[src/rtl/pwrmode_pkg.sv]
package pwrmode_pkg;

    localparam int REG_W     = 8;
    localparam int SEL_POS   = 7;
    localparam int FLT_POS   = 6;
    localparam int ZERO_POS  = 5;
    localparam int ONES_W    = 5;

    localparam logic [REG_W-1:0] ONES_MASK  = REG_W'((1 << ONES_W) - 1);
    localparam logic [REG_W-1:0] CTRL_MASK  = REG_W'((1 << SEL_POS) | (1 << FLT_POS));
    localparam logic [REG_W-1:0] RESET_IMG  = ONES_MASK;

    typedef enum logic [1:0] {
        MODE_RUN   = 2'b00,
        MODE_SLEEP = 2'b01,
        MODE_STBY  = 2'b10
    } mode_e;

    typedef struct packed {
        logic [REG_W-1:0] img;
    } ctl_reg_t;

    typedef struct packed {
        mode_e mode;
    } fsm_t;

endpackage

[src/rtl/pwrmode_reg.sv]
module pwrmode_reg
    import pwrmode_pkg::*;
#(
    parameter int W = REG_W
) (
    input  logic         clk,
    input  logic         rst_n,
    input  logic         wr_en,
    input  logic [W-1:0] wr_data,
    input  logic         wdt_run,
    output logic [W-1:0] rd_data,
    output logic         sel_stby,
    output logic         flt_pins
);

    localparam int N_GUARD = 2;
    localparam int GUARD_POS [N_GUARD] = '{SEL_POS, FLT_POS};

    ctl_reg_t reg_d, reg_q;
    logic [W-1:0] cand;

    always_comb begin
        reg_d = reg_q;
        cand  = wr_data;
        // Guarded bits may only be lowered while the watchdog runs.
        for (int i = 0; i < N_GUARD; i++) begin
            if (wdt_run) begin
                cand[GUARD_POS[i]] = reg_q.img[GUARD_POS[i]] & wr_data[GUARD_POS[i]];
            end
        end
        if (wr_en) begin
            reg_d.img = (cand & CTRL_MASK) | ONES_MASK;
        end
    end

    always_ff @(posedge clk or negedge rst_n) begin
        if (!rst_n) begin
            reg_q.img <= RESET_IMG;
        end else begin
            reg_q <= reg_d;
        end
    end

    assign rd_data  = reg_q.img;
    assign sel_stby = reg_q.img[SEL_POS];
    assign flt_pins = reg_q.img[FLT_POS];

endmodule

[src/rtl/pwrmode_fsm.sv]
module pwrmode_fsm
    import pwrmode_pkg::*;
(
    input  logic  clk,
    input  logic  rst_n,
    input  logic  sleep_req,
    input  logic  wake_irq,
    input  logic  sel_stby,
    output mode_e mode
);

    fsm_t fsm_d, fsm_q;

    always_comb begin
        fsm_d = fsm_q;
        unique case (fsm_q.mode)
            MODE_RUN: begin
                if (sleep_req) begin
                    fsm_d.mode = sel_stby ? MODE_STBY : MODE_SLEEP;
                end
            end
            MODE_SLEEP, MODE_STBY: begin
                if (wake_irq) begin
                    fsm_d.mode = MODE_RUN;
                end
            end
            default: fsm_d.mode = MODE_RUN;
        endcase
    end

    always_ff @(posedge clk or negedge rst_n) begin
        if (!rst_n) begin
            fsm_q.mode <= MODE_RUN;
        end else begin
            fsm_q <= fsm_d;
        end
    end

    assign mode = fsm_q.mode;

endmodule

[src/rtl/pwrmode_pins.sv]
module pwrmode_pins
    import pwrmode_pkg::*;
(
    input  mode_e mode,
    input  logic  flt_pins,
    output logic  float_en,
    output logic  hold_en
);

    logic in_stby;

    always_comb begin
        in_stby  = (mode == MODE_STBY);
        float_en = in_stby &  flt_pins;
        hold_en  = in_stby & ~flt_pins;
    end

endmodule

[src/rtl/pwrmode_ctrl.sv]
module pwrmode_ctrl
    import pwrmode_pkg::*;
(
    input  logic             clk,
    input  logic             rst_n,
    input  logic             reg_wr_en,
    input  logic [REG_W-1:0] reg_wr_data,
    output logic [REG_W-1:0] reg_rd_data,
    input  logic             wdt_run,
    input  logic             sleep_req,
    input  logic             wake_irq,
    output logic [1:0]       mode_state,
    output logic             pin_float_en,
    output logic             pin_hold_en
);

    logic  sel_stby;
    logic  flt_pins;
    mode_e mode;

    pwrmode_reg #(.W(REG_W)) u_reg (
        .clk      (clk),
        .rst_n    (rst_n),
        .wr_en    (reg_wr_en),
        .wr_data  (reg_wr_data),
        .wdt_run  (wdt_run),
        .rd_data  (reg_rd_data),
        .sel_stby (sel_stby),
        .flt_pins (flt_pins)
    );

    pwrmode_fsm u_fsm (
        .clk       (clk),
        .rst_n     (rst_n),
        .sleep_req (sleep_req),
        .wake_irq  (wake_irq),
        .sel_stby  (sel_stby),
        .mode      (mode)
    );

    pwrmode_pins u_pins (
        .mode     (mode),
        .flt_pins (flt_pins),
        .float_en (pin_float_en),
        .hold_en  (pin_hold_en)
    );

    assign mode_state = mode;

endmodule

[config.mk]
export PLATFORM = sky130hd
export DESIGN_NAME = pwrmode_ctrl
export DESIGN_NICKNAME = d
export VERILOG_FILES = /design/src/rtl/pwrmode_pkg.sv /design/src/rtl/pwrmode_reg.sv /design/src/rtl/pwrmode_fsm.sv /design/src/rtl/pwrmode_pins.sv /design/src/rtl/pwrmode_ctrl.sv
export SDC_FILE = /design/constraint.sdc
export NUM_CORES = 1
export LEC_CHECK = 0
export BUFFER_PORTS_ARGS = -buffer_cell sky130_fd_sc_hd__buf_4
export CORE_AREA = 2 2 39 41
export CTS_CLUSTER_DIAMETER = 60
export DETAILED_ROUTE_END_ITERATION = 12
export DIE_AREA = 0 0 41 43
export PLACE_DENSITY = 0.59
export SYNTH_ARGS = -nofsm -noshare
export SYNTH_HDL_FRONTEND = slang
export SYNTH_HIERARCHICAL = 1
export SYNTH_SLANG_ARGS = --single-unit
[constraint.sdc]
create_clock -name clk -period 1 [get_ports clk]
set_input_delay 0.15 -clock clk [delete_from_list [all_inputs] [get_ports clk]]
set_output_delay 0.15 -clock clk [all_outputs]
set_load 0.1 [all_outputs]
==> metrics.cfg, run 1 <==
[sta]
timing.fmax_mhz=752.1
post-route-min-period_ps=1330
worst_slack_ps=-329.6
hold_slack_ps=104.3
rsz0062_at_grt=true
finClkSkew_ps=2.575
report.final.slew_viol_count=0
finalSetupViolCount=7
hold_violations=0
finalCritPeriodShare=1.330

[clock_tree]
clk-insertion-delay-late_ps=240
clk_pin_slew_worst_paths_ps=40
cts.sinks=4
cts.htree.levels=1
cts_tree=yes
root_buffer=clkbuf_4
cts_buffers=3
ctsLongestPathBuffers=2

[critical_path]
start_kind=flop
crit_arrival_ps=1180
end_kind=output port
critPathKind=reg2out
required_ps=850
timing.critical_path.fanout_max=4
cp_slowest_cell=dfrtp_4
path_cells=and3b_2 > buf_12
slowest_delay_ps=490

[place]
place_hpwl_um=414.5
place_congestion=0.6169
portBuffers=13

[hold_path]
hold_path_class=in2reg

[power]
p_leak_nw=0.2697
power_density_nw_per_um2=3402
peakVddDrop_mv=1.328
finalPower_mw=1.911

[drt]
ant_nets=0
drc_errors=0
drtIter0Drc=0
totalWireLength_um=626
first_pass_iters=1
avgRoutedWirePerCell_um=9.631
vias_per_cell=3.754
dr_total_vias=244

[synthesis]
synthAdderAreaFrac=0.04425
synthTopCellsByArea=dfrtp_1 (35%), buf_4 (21%), inv_1 (8.0%), a2bb2oi_1 (6.2%), o2bb2ai_1 (6.2%)
seq_area_frac_synth=0.3540
syn_inst=31
synth_top_area_frac=0.3540
ys_warn_count=6
synthSimpleGateAreaFrac=0.1416
synth.distinct_cells=13
synth_compound_area_frac=0.1416
synth_mux_area_frac=0
yosysTopAreaCell=dfrtp_1
synth-seq-cells=4
avgSynthCellArea_sq_um=9.122
synth_xor_area_frac=0
syn_area_sq_um=282.8
synth_top_family_by_area=buffers and inverters

[floorplan]
io_pins=26
die-area_sq_um=1763
start_util=0.2043
die_y_um=43
die_w_um=41
core.rowCount=14
core-area_sq_um=1384

[cells_and_area]
area_growth_pct=98.67
final_cell_mix=buf_4 (11), conb_1 (6), buf_12 (5), inv_1 (5), clkbuf_4 (3)
fin_util=0.4060
n_fill_cell=145
layout_commonest_cell=buf_4
fin_nets=65
drive_above_1_share=0.6327
antenna_cells=0

[grt]
track_usage=0.07762
first_global_vias=193
grt_max_degree=6
antenna_found_initial=0
grt.overflow.total=0
grt_pass1_wl_um=745

[run_status]
status=complete, but fails checks
violations=negative setup slack

[flow_run]
maxCapViolCount=0

[final timing paths]
kind	slack, ps	endpoint	cells past startpoint	from
max reg2reg	-250	u_fsm/mode[1]$_DFFE_PN0P_	6	u_fsm/mode[0]$_DFFE_PN0P_
min	100	u_reg/rd_data[6]$_DFFE_PN0P_	2	reg_wr_en
min reg2reg	600	u_fsm/mode[1]$_DFFE_PN0P_	1	u_fsm/mode[1]$_DFFE_PN0P_
max in group asynchronous	640	u_fsm/mode[0]$_DFFE_PN0P_	2	rst_n
min in group asynchronous	240	u_fsm/mode[1]$_DFFE_PN0P_	2	rst_n
max	-330	pin_float_en	2	u_fsm/mode[0]$_DFFE_PN0P_
[worst max-delay path: cells and delay by family, from the launching register on]
| family | cells | cell delay (ps) |
|---|---|---|
| DFF | 1 | 490 |
| and+or+nand+nor | 1 | 270 |
| buffers and inverters | 1 | 170 |
[routing by layer]
| metal | track usage | part of all wire | vias up |
|---|---|---|---|
| met3 | 0.03665 | 0.072 | 2 |
| met4 | 0.1400 | 0.030 | 0 |
| met5 | 0 | 0 | - |
| met1 | 0.06840 | 0.34 | 110 |
| met2 | 0.08750 | 0.55 | 12 |
| li1 | - | - | 120 |
[synth_stat cells, drive strengths merged]
cell,number
a2bb2oi,2
and3b,1
ha,1
nand2b,1
inv,6
nand3,1
buf,8
conb,2
dfrtp,4
o21ai,1
o2bb2ai,2
nor3b,1
and2b,1
[cell type report]
type / instances / area, sq um / area share
well taps: 16 / 20.02 / 0.03563
inverters: 6 / 25.02 / 0.04454
repair buffers: 18 / 203.9 / 0.3630
flip-flops and latches: 4 / 107.6 / 0.1915
clock buffers: 4 / 26.28 / 0.04677
multi-input cells: 17 / 178.9 / 0.3185
[cell families after synthesis]
logic type | after synthesis
AOI/OAI and AO/OA | 5
adders and majority gates | 1
buffers and inverters | 14
DFF | 4
other | 2
and+or+nand+nor | 5
[metrics by stage]
stage | worst slack, ps | cell area (sq um) | setup TNS [ps] | std cells
detailed placement | -189.7 | 377.9 | -641.5 | 57
floorplan | -665.8 | 312.8 | -1717 | 35
CTS | -327.8 | 491.7 | -1601 | 64
finish | -329.6 | 561.8 | -1445 | 65
global placement | -166.5 | 377.9 | -584.2 | 57
global route | -362.5 | 561.8 | -1670 | 65
[registers in the layout, summed over array words and instances, names as in the netlist]
signal         count
u_fsm/mode         2
u_reg/rd_data      2
[report_power, final]
group / internal (mW) / switching, mW
Clock: 0.150 / 0.0711
Combinational: 0.523 / 0.856
Sequential: 0.232 / 0.0791
Total: 0.905 / 1.01
[what timing repair did]
action / in CTS / in global routing
gates resized for setup: 15 / 10
pin swaps: 0 / 4
hold buffers: 1 / 0
setup buffers: 2 / 1
setup endpoints to repair: 8 / 7
hold endpoints to repair: 4 / 0
Power figures use the tool's default switching activity.
==> inputs of run 2 (changes only) <==
--- a/config.mk
+++ b/config.mk
@@ -7,10 +7,11 @@
 export LEC_CHECK = 0
 export BUFFER_PORTS_ARGS = -buffer_cell sky130_fd_sc_hd__buf_4
 export CORE_AREA = 2 2 39 41
-export CTS_CLUSTER_DIAMETER = 60
+export CTS_CLUSTER_DIAMETER = 200
 export DETAILED_ROUTE_END_ITERATION = 12
 export DIE_AREA = 0 0 41 43
-export PLACE_DENSITY = 0.59
+export HOLD_SLACK_MARGIN = 0.15
+export PLACE_DENSITY = 0.54
 export SYNTH_ARGS = -nofsm -noshare
 export SYNTH_HDL_FRONTEND = slang
 export SYNTH_HIERARCHICAL = 1
==> run 2 against run 1 <==
The flow still finishes with violations (negative setup slack). Sequential cell count stayed put. Combinational power decreased by 7%. Clock power decreased by 3%. Worst setup slack better by 17 ps. Clock-buffer cell count stayed put. Global-route usage rose by 0.50 points. Sequential share of layout area up 1.1 points. Highest routed layer unchanged.
==> metrics.cfg, run 2 (same netlist as run 1, synthesis figures left out) <==
[run_status]
status=complete, but fails checks  ; unchanged
violations=negative setup slack  ; unchanged

[critical_path]
timing.critical_path.buf_inv=1  ; unchanged
critPathKind=reg2out  ; unchanged
required_ps=850  ; about the same
end_kind=output port  ; unchanged
slowest_delay_ps=490  ; about the same
crit_arrival_ps=1160  ; was 1180 ps
r2r_cells=6  ; unchanged
critPathTopFamily=flip-flops  ; unchanged
path_cells=and3b_2 > buf_12  ; unchanged
ff2ff_setup_slack_ps=-290  ; was -250 ps
cp-startpoint=u_fsm/mode[0]$_DFFE_PN0P_  ; unchanged
timing.critical_path.fanout_max=4  ; unchanged
r2r-start=u_fsm/mode[0]$_DFFE_PN0P_  ; unchanged
start_kind=flop  ; unchanged
cp_slowest_cell=dfrtp_4  ; unchanged
reg2reg_to=u_fsm/mode[0]$_DFFE_PN0P_  ; was u_fsm/mode[1]$_DFFE_PN0P_

[sta]
report.final.slew_viol_count=0  ; unchanged
post-route-min-period_ps=1313  ; was 1330 ps
hold_slack_ps=161.9  ; was 104.3 ps
finalCritPeriodShare=1.313  ; was 1.330
tns_ps=-1467  ; was -1445 ps
timing.fmax_mhz=761.8  ; was 752.1 MHz
rsz0062_at_grt=true  ; unchanged
finalSetupViolCount=7  ; unchanged
worst_slack_ps=-312.6  ; was -329.6 ps
hold_violations=0  ; unchanged
finClkSkew_ps=2.784  ; was 2.575 ps

[cells_and_area]
layout_commonest_cell=buf_4  ; unchanged
fin_nets=64  ; was 65
n_fill_cell=139  ; was 145
final_cell_mix=buf_4 (10), conb_1 (6), buf_12 (5), inv_1 (5), clkbuf_4 (3)  ; was buf_4 (11), conb_1 (6), buf_12 (5), inv_1 (5), clkbuf_4 (3)
finalInstanceArea_sq_um=536.8  ; was 561.8 sq um
area_growth_pct=89.82  ; was 98.67%
drive_above_1_share=0.6250  ; was 0.6327
antenna_cells=0  ; unchanged

[drt]
avgRoutedWirePerCell_um=9.172  ; was 9.631 um
first_pass_iters=1  ; unchanged
ant_nets=0  ; unchanged
vias_per_cell=3.813  ; was 3.754
drc_errors=0  ; unchanged
totalWireLength_um=587  ; was 626 um
dr_total_vias=244  ; unchanged
drtIter0Drc=0  ; unchanged

[clock_tree]
root_buffer=clkbuf_4  ; unchanged
clk-insertion-delay-late_ps=230  ; was 240 ps
cts.sinks=4  ; unchanged
clk_pin_slew_worst_paths_ps=40  ; about the same
cts_tree=yes  ; unchanged
ctsLongestPathBuffers=2  ; unchanged
cts.htree.levels=1  ; unchanged
cts_buffers=3  ; unchanged

[place]
place_congestion=0.6223  ; was 0.6169
place_hpwl_um=407.1  ; was 414.5 um
pre_cts_ws_ps=-194.7  ; was -189.7 ps
portBuffers=13  ; unchanged
place_area_sq_um=377.9  ; unchanged

[hold_path]
hp-start=reg_wr_data[7]  ; was reg_wr_en
hold_path_class=in2reg  ; unchanged
min_path_cells=3  ; was 2
hold-path-endpoint=u_reg/rd_data[7]$_DFFE_PN0P_  ; was u_reg/rd_data[6]$_DFFE_PN0P_

[power]
p_leak_nw=0.2593  ; was 0.2697 nW
finalPower_mw=1.794  ; was 1.911 mW
peakVddDrop_mv=1.327  ; was 1.328 mV
power_density_nw_per_um2=3343  ; was 3402 nW/um^2

[floorplan]
start_util=0.2043  ; unchanged
die_y_um=43  ; unchanged
die_w_um=41  ; unchanged
die-area_sq_um=1763  ; unchanged
core-area_sq_um=1384  ; unchanged
io_pins=26  ; unchanged
core.rowCount=14  ; unchanged

[grt]
grt_pass1_wl_um=834  ; was 745 um
first_global_vias=220  ; was 193
track_usage=0.08266  ; was 0.07762
grt.overflow.total=0  ; unchanged
antenna_found_initial=0  ; unchanged
grt_max_degree=6  ; unchanged

[flow_run]
maxCapViolCount=0  ; unchanged

## run 2: worst min-delay path: cells and delay by family
| kind | cells | cell delay, ps |
|---|---|---|
| compound gates | 1 | 50 |
| buf+inv | 2 | 140 |
## run 2: what timing repair did
item / CTS / global route
endpoints found under the setup margin: 8 / 9
resized for setup: 20 / 2
pin swaps: 3 / 0
hold buffers: 2 / 0
buffers inserted: 2 / 0
hold endpoints to repair: 6 / 0
## run 2: layout make-up
cell class	count	area, sq um	share of cell area
repair buffers	17	195.2	0.3636
multi-input cells	17	163.9	0.3054
flip-flops and latches	4	108.9	0.2028
clock buffers	4	26.28	0.04895
inverters	6	22.52	0.04196
well taps	16	20.02	0.03730
## run 2: through the flow
step / utilization / std cells
2_1_floorplan: - / 35
3_3_place_gp: 0.2731 / 57
3_5_place_dp: 0.2731 / 57
4_1_cts: 0.3843 / 65
5_1_grt: 0.3879 / 64
6_report: 0.3879 / 64
## run 2: worst max-delay path by stage
| stage | cells past startpoint | end |
|---|---|---|
| 5_1_grt | 6 | u_fsm/mode[0]$_DFFE_PN0P_ |
| 2_1_floorplan | 1 | pin_hold_en |
| 3_3_place_gp | 5 | u_fsm/mode[0]$_DFFE_PN0P_ |
| 3_5_place_dp | 5 | u_fsm/mode[0]$_DFFE_PN0P_ |
| 4_1_cts | 2 | pin_float_en |
| 6_report | 2 | pin_float_en |
## run 2: where the power goes
group / total [mW] / leakage, nW / switching, mW / internal, mW
sequential: 0.303 / 0.0461 / 0.0703 / 0.232
combinational: 1.28 / 0.198 / 0.815 / 0.463
clock: 0.214 / 0.0150 / 0.0647 / 0.150
## run 2: routing by layer
metal | GRT usage | part of all wire
met1 | 0.07818 | 0.33
met2 | 0.1063 | 0.57
met4 | 0.1200 | 0.032
met3 | 0.03141 | 0.065
met5 | 0 | 0
==> inputs of run 3 (changes only) <==
--- a/config.mk
+++ b/config.mk
@@ -5,13 +5,14 @@
 export SDC_FILE = /design/constraint.sdc
 export NUM_CORES = 1
 export LEC_CHECK = 0
+export ABC_AREA = 1
 export BUFFER_PORTS_ARGS = -buffer_cell sky130_fd_sc_hd__buf_4
 export CORE_AREA = 2 2 39 41
 export CTS_CLUSTER_DIAMETER = 200
 export DETAILED_ROUTE_END_ITERATION = 12
 export DIE_AREA = 0 0 41 43
 export HOLD_SLACK_MARGIN = 0.15
-export PLACE_DENSITY = 0.54
+export PLACE_DENSITY = 0.55
 export SYNTH_ARGS = -nofsm -noshare
 export SYNTH_HDL_FRONTEND = slang
 export SYNTH_HIERARCHICAL = 1
==> run 3 against run 2 <==
The flow still finishes with violations (negative setup slack). Sequential share of layout area down 1.7 points. Worst setup slack better by 29 ps. Cell area is 9.3% higher. Global-route usage decreased by 0.21 points. Utilization up 3.6 points. Clock-buffer cell count stayed put. Clock skew is essentially flat. Fmax up 2.3%. Critical endpoint is now mode_state[0]. Largest power group unchanged.
==> metrics.cfg, run 3 <==
[critical_path]
path_cells=buf_4 > buf_6 > buf_12  ; was and3b_2 > buf_12
slowest_delay_ps=480  ; was 490 ps
critPathTopFamily=flip-flops  ; unchanged
cp_slowest_cell=dfrtp_4  ; unchanged
critPathKind=reg2out  ; unchanged
end_kind=output port  ; unchanged
timing.critical_path.fanout_max=2  ; was 4
timing.critical_path.buf_inv=3  ; was 1
start_kind=flop  ; unchanged
crit_arrival_ps=1130  ; was 1160 ps
required_ps=850  ; about the same
ff2ff_setup_slack_ps=-270  ; was -290 ps

[cells_and_area]
final_cell_mix=inv_1 (11), buf_4 (9), buf_12 (6), nand2_1 (6), conb_1 (6)  ; was buf_4 (10), conb_1 (6), buf_12 (5), inv_1 (5), clkbuf_4 (3)
n_fill_cell=143  ; was 139
layout_commonest_cell=inv_1  ; was buf_4
antenna_cells=0  ; unchanged
fin_util=0.4241  ; was 0.3879
final-seq-area_sq_um=108.9  ; unchanged
area_growth_pct=94.61  ; was 89.82%
fin_nets=82  ; was 64
drive_above_1_share=0.4848  ; was 0.6250
multi_input_area_sq_um=141.4  ; was 163.9 sq um

[floorplan]
start_util=0.2179  ; was 0.2043
die-area_sq_um=1763  ; unchanged
die_y_um=43  ; unchanged
core-area_sq_um=1384  ; unchanged
core.rowCount=14  ; unchanged
die_w_um=41  ; unchanged
io_pins=26  ; unchanged

[grt]
grt.overflow.total=0  ; unchanged
antenna_found_initial=0  ; unchanged
grt_pass1_wl_um=883  ; was 834 um
first_global_vias=264  ; was 220
grt_max_degree=5  ; was 6
track_usage=0.08056  ; was 0.08266

[clock_tree]
clk_pin_slew_worst_paths_ps=40  ; about the same
root_buffer=clkbuf_4  ; unchanged
cts_tree=yes  ; unchanged
cts.htree.levels=1  ; unchanged
cts.sinks=4  ; unchanged
ctsLongestPathBuffers=2  ; unchanged
cts_buffers=3  ; unchanged
clk-insertion-delay-late_ps=230  ; about the same

[synthesis]
yosysMostFrequentCell=inv_1  ; was buf_4
syn_inst=46  ; was 31
async_reset_ff_frac=1.000  ; unchanged
synth-seq-cells=4  ; unchanged
avgSynthCellArea_sq_um=6.555  ; was 9.122 sq um
synth-edff-count=0  ; unchanged
syn_area_sq_um=301.5  ; was 282.8 sq um
yosys-top-cells-count=inv_1 (12), nand2_1 (10), buf_4 (8)  ; was buf_4 (8), inv_1 (6), dfrtp_1 (4)
synth.distinct_cells=9  ; was 13
seq_area_frac_synth=0.3320  ; was 0.3540
ys.flop_type=dfrtp_1  ; unchanged
ys_warn_count=6  ; unchanged
yosysTopAreaCell=dfrtp_1  ; unchanged
synth_top_area_frac=0.3320  ; was 0.3540
synthTopCellsByArea=dfrtp_1 (33%), buf_4 (20%), inv_1 (15%), nand2_1 (12%), nor2_1 (6.2%)  ; was dfrtp_1 (35%), buf_4 (21%), inv_1 (8.0%), a2bb2oi_1 (6.2%), o2bb2ai_1 (6.2%)

[drt]
ant_nets=0  ; unchanged
drtIter0Drc=4  ; was 0
vias_per_cell=3.622  ; was 3.813
first_pass_iters=2  ; was 1
drc_errors=0  ; unchanged
avgRoutedWirePerCell_um=7.402  ; was 9.172 um
dr_total_vias=297  ; was 244
totalWireLength_um=607  ; was 587 um

[sta]
rsz0062_at_grt=true  ; unchanged
timing.fmax_mhz=779.3  ; was 761.8 MHz
post-route-min-period_ps=1283  ; was 1313 ps
finClkSkew_ps=2.742  ; was 2.784 ps
finalSetupViolCount=7  ; unchanged
tns_ps=-1612  ; was -1467 ps
worst_slack_ps=-283.2  ; was -312.6 ps
report.final.slew_viol_count=0  ; unchanged
finalCritPeriodShare=1.283  ; was 1.313
hold_violations=0  ; unchanged

[run_status]
status=complete, but fails checks  ; unchanged
violations=negative setup slack  ; unchanged

[place]
place_congestion=0.5630  ; was 0.6223
place_hpwl_um=519.3  ; was 407.1 um
pre_cts_ws_ps=-145.3  ; was -194.7 ps
portBuffers=13  ; unchanged

[hold_path]
hold_path_class=in2reg  ; unchanged

[power]
power_density_nw_per_um2=2998  ; was 3343 nW/um^2
finalPower_mw=1.759  ; was 1.794 mW
peakVddDrop_mv=0.8422  ; was 1.327 mV
p_leak_nw=0.3195  ; was 0.2593 nW

[flow_run]
maxCapViolCount=0  ; unchanged

run 3: cell types whose count changed after synthesis, moves of 2 or more:
cell	delta
nand2_1	+10
nor2_1	+5
o2bb2ai_1	-2
inv_1	+6
a2bb2oi_1	-2
a21oi_1	+2
run 3: metal layers:
metal	routed length (um)	track usage	vias to the layer above
li1	-	-	156
met1	190	0.05519	130
met2	382	0.1406	11
met3	35	0.01571	0
met4	0	0.1000	0
met5	0	0	-
run 3: cells by family (layout without fill, tap and decap cells):
logic type | after synthesis | in the layout | share of synthesized area
simple gates | 17 | 17 | 0.2199
fa+ha+maj | 1 | 1 | 0.04149
buf+inv | 20 | 36 | 0.3485
other cells | 2 | 6 | 0.02491
compound gates | 2 | 2 | 0.03320
flops | 4 | 4 | 0.3320
run 3: worst paths after layout:
check	from	cells after the start	to
worst min-delay path	reg_wr_data[7]	3	u_reg/rd_data[7]$_DFFE_PN0P_
worst max register to register	u_fsm/mode[0]$_DFFE_PN0P_	7	u_fsm/mode[0]$_DFFE_PN0P_
worst max-delay path	u_fsm/mode[0]$_DFFE_PN0P_	3	mode_state[0]
max in group asynchronous	rst_n	2	u_reg/rd_data[7]$_DFFE_PN0P_
worst min register to register	u_fsm/mode[1]$_DFFE_PN0P_	3	u_fsm/mode[1]$_DFFE_PN0P_
min in group asynchronous	rst_n	2	u_fsm/mode[1]$_DFFE_PN0P_
run 3: report_power, final:
group          leakage (nW)  internal [mW]  switching, mW
registers            0.0458          0.227         0.0478
clock network        0.0150          0.150         0.0652
logic                 0.259          0.471          0.799
run 3: repair_timing:
| item | CTS | global route |
|---|---|---|
| endpoints found under the setup margin | 8 | 7 |
| endpoints found under the hold margin | 4 | 0 |
| pin swaps | 1 | 0 |
| buffers inserted | 2 | 0 |
| resized for setup | 23 | 4 |
| hold buffers | 1 | 0 |
run 3: layout make-up:
class                   count  share of cell area
repair buffers             20              0.4136
multi-input cells          26              0.2409
flip-flops and latches      4              0.1855
inverters                  12             0.08102
clock buffers               4             0.04478
well taps                  16             0.03412
run 3: worst register-to-register path, cell delays in order (launching register included):
cell     delay [ps]
dfrtp_4         480
buf_4           150
inv_1            50
ha_1            230
nand2_2          90
nand2_2          50
nand2_1          50
nand2_1          50
run 3: through the flow:
step	hold slack, ps	instances	cell area (sq um)
3_5_place_dp	-52.21	75	434.2
6_report	168.9	82	586.8
3_3_place_gp	-51.60	75	434.2
5_1_grt	178.4	82	586.8
2_1_floorplan	-145.6	50	346.6
4_1_cts	162.6	82	574.3
